==> config.mk <==
export PLATFORM = sky130hd
export DESIGN_NAME = gpio_port
export DESIGN_NICKNAME = d
export VERILOG_FILES = /design/src/rtl/gpio_port_pkg.sv /design/src/rtl/gpio_sync2.sv /design/src/rtl/gpio_blink_timer.sv /design/src/rtl/gpio_reg_bank.sv /design/src/rtl/gpio_pad_drive.sv /design/src/rtl/gpio_port.sv
export SDC_FILE = /design/constraint.sdc
export NUM_CORES = 1
export LEC_CHECK = 0
export BUFFER_PORTS_ARGS = -buffer_cell sky130_fd_sc_hd__buf_2
export CORE_UTILIZATION = 40
export DETAILED_ROUTE_END_ITERATION = 6
export PLACE_DENSITY = 0.7
export SYNTH_ARGS = -nofsm -noshare
export SYNTH_HDL_FRONTEND = slang
export SYNTH_SLANG_ARGS = --single-unit
==> constraint.sdc <==
create_clock -name clk -period 2.1 [get_ports clk]
set_input_delay 0.42 -clock clk [delete_from_list [all_inputs] [get_ports clk]]
set_output_delay 0.42 -clock clk [all_outputs]
set_load 0.02 [all_outputs]
==> src/rtl/gpio_port_pkg.sv <==
// Package: register offsets and decode select codes shared by the GPIO port.
// Assumes byte offsets fit in 8 bits; the port's ADDR_W truncates them.
package gpio_port_pkg;

    localparam logic [7:0] OFS_LEVEL = 8'h00;
    localparam logic [7:0] OFS_DIR   = 8'h04;
    localparam logic [7:0] OFS_FLASH = 8'h08;
    localparam logic [7:0] OFS_INV   = 8'h0C;
    localparam logic [7:0] OFS_SENSE = 8'h10;

    typedef enum logic [2:0] {
        SEL_NONE,
        SEL_LEVEL,
        SEL_DIR,
        SEL_FLASH,
        SEL_INV,
        SEL_SENSE
    } reg_sel_e;

endpackage

==> src/rtl/gpio_sync2.sv <==
// Module: two-flop synchronizer for a vector of asynchronous pin inputs.
// Assumes each bit is independent; no bus coherence is promised across bits.
module gpio_sync2 #(
    parameter int WIDTH = 32
) (
    input  logic             clk,
    input  logic             rst_n,
    input  logic [WIDTH-1:0] async_in,
    output logic [WIDTH-1:0] sync_out
);

    logic [WIDTH-1:0] stage1;
    logic [WIDTH-1:0] stage2;

    // Purpose: shift the raw pins through two flops to settle metastability.
    always_ff @(posedge clk) begin
        if (!rst_n) begin
            stage1 <= '0;
            stage2 <= '0;
        end else begin
            stage1 <= async_in;
            stage2 <= stage1;
        end
    end

    assign sync_out = stage2;

endmodule

==> src/rtl/gpio_blink_timer.sv <==
// Module: free-running half-period counter and shared blink phase.
// Assumes HALF_CYCLES >= 1; the phase toggles every HALF_CYCLES clocks.
module gpio_blink_timer #(
    parameter int HALF_CYCLES = 12_500_000
) (
    input  logic clk,
    input  logic rst_n,
    output logic phase
);

    localparam int CW = (HALF_CYCLES > 1) ? $clog2(HALF_CYCLES) : 1;
    localparam logic [CW-1:0] LAST = CW'(HALF_CYCLES - 1);

    logic [CW-1:0] count;
    logic          wrap;

    // Purpose: flag the last cycle of each half-period.
    always_comb begin
        wrap = (count == LAST);
    end

    // Purpose: advance the counter and flip the phase when it wraps.
    always_ff @(posedge clk) begin
        if (!rst_n) begin
            count <= '0;
            phase <= 1'b0;
        end else if (wrap) begin
            count <= '0;
            phase <= ~phase;
        end else begin
            count <= count + 1'b1;
        end
    end

endmodule

==> src/rtl/gpio_reg_bank.sv <==
// Module: address decode, the four writable registers and the read mux.
// Assumes a single-cycle write strobe; reads are combinational on addr.
module gpio_reg_bank
    import gpio_port_pkg::*;
#(
    parameter int N      = 32,
    parameter int ADDR_W = 5
) (
    input  logic              clk,
    input  logic              rst_n,
    input  logic              wr_en,
    input  logic [ADDR_W-1:0] addr,
    input  logic [N-1:0]      wdata,
    input  logic [N-1:0]      sense_val,
    output logic [N-1:0]      rdata,
    output logic [N-1:0]      level_q,
    output logic [N-1:0]      dir_q,
    output logic [N-1:0]      flash_q,
    output logic [N-1:0]      inv_q
);

    reg_sel_e sel;

    // Purpose: map the byte offset to a register select (full compare).
    always_comb begin
        if (addr == ADDR_W'(OFS_LEVEL))      sel = SEL_LEVEL;
        else if (addr == ADDR_W'(OFS_DIR))   sel = SEL_DIR;
        else if (addr == ADDR_W'(OFS_FLASH)) sel = SEL_FLASH;
        else if (addr == ADDR_W'(OFS_INV))   sel = SEL_INV;
        else if (addr == ADDR_W'(OFS_SENSE)) sel = SEL_SENSE;
        else                                 sel = SEL_NONE;
    end

    // Purpose: update the selected writable register; the sense view has no storage.
    always_ff @(posedge clk) begin
        if (!rst_n) begin
            level_q <= '0;
            dir_q   <= '1;
            flash_q <= '0;
            inv_q   <= '0;
        end else if (wr_en) begin
            case (sel)
                SEL_LEVEL: level_q <= wdata;
                SEL_DIR:   dir_q   <= wdata;
                SEL_FLASH: flash_q <= wdata;
                SEL_INV:   inv_q   <= wdata;
                default:   ;
            endcase
        end
    end

    // Purpose: return the selected register, zero for unmapped offsets.
    always_comb begin
        case (sel)
            SEL_LEVEL: rdata = level_q;
            SEL_DIR:   rdata = dir_q;
            SEL_FLASH: rdata = flash_q;
            SEL_INV:   rdata = inv_q;
            SEL_SENSE: rdata = sense_val;
            default:   rdata = '0;
        endcase
    end

endmodule

==> src/rtl/gpio_pad_drive.sv <==
// Module: per-line pad enable and output selection between static level and blink.
// Assumes dir bit 1 = input; a line that is not driving shows 0 on pad_out.
module gpio_pad_drive #(
    parameter int N = 32
) (
    input  logic [N-1:0] level_q,
    input  logic [N-1:0] dir_q,
    input  logic [N-1:0] flash_q,
    input  logic         phase,
    output logic [N-1:0] pad_out,
    output logic [N-1:0] pad_oe
);

    for (genvar i = 0; i < N; i++) begin : g_line
        // Purpose: enable the driver for outputs and pick blink or static level.
        always_comb begin
            pad_oe[i]  = ~dir_q[i];
            pad_out[i] = pad_oe[i] & (flash_q[i] ? phase : level_q[i]);
        end
    end

endmodule

==> src/rtl/gpio_port.sv <==
// Module: top of the GPIO port; ties together the synchronizer, register bank,
// blink timer and pad drive. Assumes a synchronous active-low reset.
module gpio_port
    import gpio_port_pkg::*;
#(
    parameter int NUM_LINES  = 32,
    parameter int ADDR_W     = 5,
    parameter int BLINK_HALF = 12_500_000
) (
    input  logic                 clk,
    input  logic                 rst_n,
    input  logic                 wr_en,
    input  logic [ADDR_W-1:0]    addr,
    input  logic [NUM_LINES-1:0] wdata,
    output logic [NUM_LINES-1:0] rdata,
    input  logic [NUM_LINES-1:0] pad_in,
    output logic [NUM_LINES-1:0] pad_out,
    output logic [NUM_LINES-1:0] pad_oe
);

    logic [NUM_LINES-1:0] pin_sync;
    logic [NUM_LINES-1:0] sense_val;
    logic [NUM_LINES-1:0] level_q;
    logic [NUM_LINES-1:0] dir_q;
    logic [NUM_LINES-1:0] flash_q;
    logic [NUM_LINES-1:0] inv_q;
    logic                 phase;

    gpio_sync2 #(.WIDTH(NUM_LINES)) i_sync (
        .clk      (clk),
        .rst_n    (rst_n),
        .async_in (pad_in),
        .sync_out (pin_sync)
    );

    // Purpose: apply the per-line input inversion to the synchronized pins.
    always_comb begin
        sense_val = pin_sync ^ inv_q;
    end

    gpio_reg_bank #(.N(NUM_LINES), .ADDR_W(ADDR_W)) i_regs (
        .clk       (clk),
        .rst_n     (rst_n),
        .wr_en     (wr_en),
        .addr      (addr),
        .wdata     (wdata),
        .sense_val (sense_val),
        .rdata     (rdata),
        .level_q   (level_q),
        .dir_q     (dir_q),
        .flash_q   (flash_q),
        .inv_q     (inv_q)
    );

    gpio_blink_timer #(.HALF_CYCLES(BLINK_HALF)) i_timer (
        .clk   (clk),
        .rst_n (rst_n),
        .phase (phase)
    );

    gpio_pad_drive #(.N(NUM_LINES)) i_pads (
        .level_q (level_q),
        .dir_q   (dir_q),
        .flash_q (flash_q),
        .phase   (phase),
        .pad_out (pad_out),
        .pad_oe  (pad_oe)
    );

endmodule

==> results.sh <==
export IMPL_synth_net_count=1159
export IMPL_setup_viol=26
export IMPL_hold_viol_final=0
export IMPL_initial_core_util_pct=41.0
export IMPL_fin_cells=1560
export IMPL_yosysTopAreaCellShare_pct=46.6
export IMPL_pin_count=168
export IMPL_relSlewSlack_pct=66.0
export IMPL_max_cap_viol_count=0
export IMPL_finalCritPeriodShare_pct=103
export IMPL_finalWorstSetupSlack_ps=-62.4
export IMPL_yosysSeqAreaShare_pct=46.6
export IMPL_path_max_fanout=7
export IMPL_clk_latency_ps=520
export IMPL_syn_cell_area_sq_um=9320
export IMPL_worst_setup_path_start_kind="input pin"
export IMPL_postRouteAntennaNets=0
export IMPL_synth_area_per_cell_sq_um=8.58
export IMPL_vdd_ir_drop_max_uv=511
export IMPL_leakage_nw=5.06
export IMPL_postCtsHoldBufs=0
export IMPL_fin_tns_setup_ps=-706
export IMPL_fin_nets=1330
export IMPL_wire_per_inst_microns=16.8
export IMPL_drive_above_1_share_pct=27.1
export IMPL_layout_common_cells="nand2_1, dfxtp_1, buf_2, a21oi_1, and2_1"
export IMPL_finalPower_w=0.00906
export IMPL_antenna_cells=0
export IMPL_cts_root_buffer="clkbuf_16"
export IMPL_area_growth_pct=29.0
export IMPL_grt_pass1_wl_microns=41300
export IMPL_layout_commonest_cell="nand2_1"
export IMPL_cp_required_ps=1680
export IMPL_criticalPathCategory="in -> out"
export IMPL_r2r_setup_slack_ps=360
export IMPL_cts_tree="built"
export IMPL_grt_max_degree=62
export IMPL_place_congestion=0.825
export IMPL_placed_cells=1509
export IMPL_worst_hold_slack_ps=102
export IMPL_io_buffers=167
export IMPL_via_count=8146
export IMPL_fillers=2051
export IMPL_remaining_drc_errors=0
export IMPL_regArea_sq_um=4350
export IMPL_clock_fmax_mhz=462
export IMPL_dr_pass1_iters=5
export IMPL_min_path_type="in -> reg"
export IMPL_power_density_nw_per_um2=754
export IMPL_dieArea_sq_um=23900
export IMPL_yosysUniqueCellTypes=46
export IMPL_final_util_pct=52.9
export IMPL_synth_area_leader_cell="dfxtp_1"
export IMPL_fp_row_count=55
export IMPL_fin_crit_ps=2160
export IMPL_arrival_ps=1740
export IMPL_final_max_slew_viol_count=0
export IMPL_async_reset_ff_share_pct=0
export IMPL_violations="setup timing"
export IMPL_wl_microns=26100
export IMPL_end_kind="output port"
export IMPL_fin_skew_ps=12.7
export IMPL_synth_edf_count=0
export IMPL_antenna_found_initial=1
export IMPL_coreArea_sq_um=22700
export IMPL_synth_area_leaders="dfxtp_1, nand2_1, mux2i_1"
export IMPL_clkTransAtPathRegs_ps=60
export IMPL_hpwlAfterDp_microns=17000
export IMPL_multiInputGateArea_sq_um=4710
export IMPL_die_x_microns=155
export IMPL_cts_max_level=1
export IMPL_synth_warnings=0
export IMPL_grt_util_all_layers_pct=21.7
export IMPL_ctsLongestPathBuffers=3
export IMPL_drt_iter0_markers=461
export IMPL_syn_inst=1086
export IMPL_tightest_slew_ps=510
export IMPL_cts_sinks=217
export IMPL_numCtsBuffers=24
export IMPL_ys_ff_latch=217
export IMPL_dieHeight_microns=155
export IMPL_status="finished, violations left"
export IMPL_rsz0062_at_grt="true"
export IMPL_vias_per_cell=5.22
export IMPL_grt_pass1_vias=7851
export IMPL_overflow=0
export IMPL_synth_ff_type="dfxtp_1"
registers in the layout, indices dropped and copies added (netlist names):
name	cells
i_regs.dir_q	32
i_regs.flash_q	32
i_regs.inv_q	32
i_regs.level_q	32
i_sync.stage1	32
i_sync.sync_out	32
i_timer.count	24
i_timer.phase	1
metal layers:
layer / up-vias / routed length (microns) / track usage [%] / share of wire (%)
met4: 0 / 550 / 7.07 / 2.1
li1: 3998 / - / - / -
met2: 272 / 12700 / 38.0 / 48
met3: 45 / 1670 / 3.89 / 6.4
met5: - / 0 / 0 / 0
met1: 3831 / 11300 / 26.9 / 43
cell usage after synthesis, types with 31 or more instances:
| library cell | n |
|---|---|
| a21oi_1 | 106 |
| a22oi_1 | 31 |
| and2_1 | 66 |
| clkbuf_1 | 49 |
| dfxtp_1 | 217 |
| inv_1 | 36 |
| mux2_2 | 31 |
| mux2i_1 | 64 |
| nand2_1 | 234 |
| nor2_1 | 48 |
| o211ai_1 | 32 |
| xor2_1 | 41 |
path summary, 6_finish.rpt:
check        depth (start not counted)             endpoint              start
max                                  8            rdata[20]            addr[2]
min                                  2    i_sync.stage1[18]         pad_in[18]
max reg2reg                          4    i_timer.count[23]   i_timer.count[6]
min reg2reg                          1  i_sync.sync_out[13]  i_sync.stage1[13]
kinds of logic after synthesis:
logic type      Yosys count  synth area share [%]
compound gates          215                  13.4
xor+xnor                 43                  4.04
fa+ha+maj                 1                 0.134
buf+inv                 113                  5.02
flops                   217                  46.6
mux                      95                  10.6
simple gates            402                  20.1
where the power goes:
part           total (W)  switching [W]  internal [W]
logic           0.000575       0.000325      0.000250
registers        0.00424      0.0000387       0.00420
clock network    0.00425        0.00175       0.00250
total            0.00906        0.00211       0.00695
metrics by stage:
stage | cell area, sq um | worst slack (ps)
after floorplan | 9320 | -5.90
after global placement | 10700 | -130
after detailed placement | 10700 | -158
after CTS | 12000 | -84.2
after global routing | 12000 | -113
final | 12000 | -62.4
timing repair:
action,in CTS,in global routing
pin swaps,29,7
endpoints found under the setup margin,33,33
gates cloned,3,1
gates resized for setup,90,9
setup buffers,2,1
hold endpoints to repair,0,0
worst max-delay path, cell delays in order:
cell and delay (ps):
buf_8 100, or3b_4 410, nor3_4 170, buf_6 170, buf_12 140, a22oi_2 50, o21ai_1 110, buf_4 170
cell type report:
class / count / share of cell area, %
Clock buffer: 29 / 5.49
Timing Repair Buffer: 221 / 13.8
Sequential cell: 217 / 36.2
Inverter: 37 / 1.17
Tap cell: 285 / 2.97
Clock inverter: 15 / 1.28
Multi-Input combinational cell: 756 / 39.2
No activity file was read; power rests on OpenSTA's default activity.
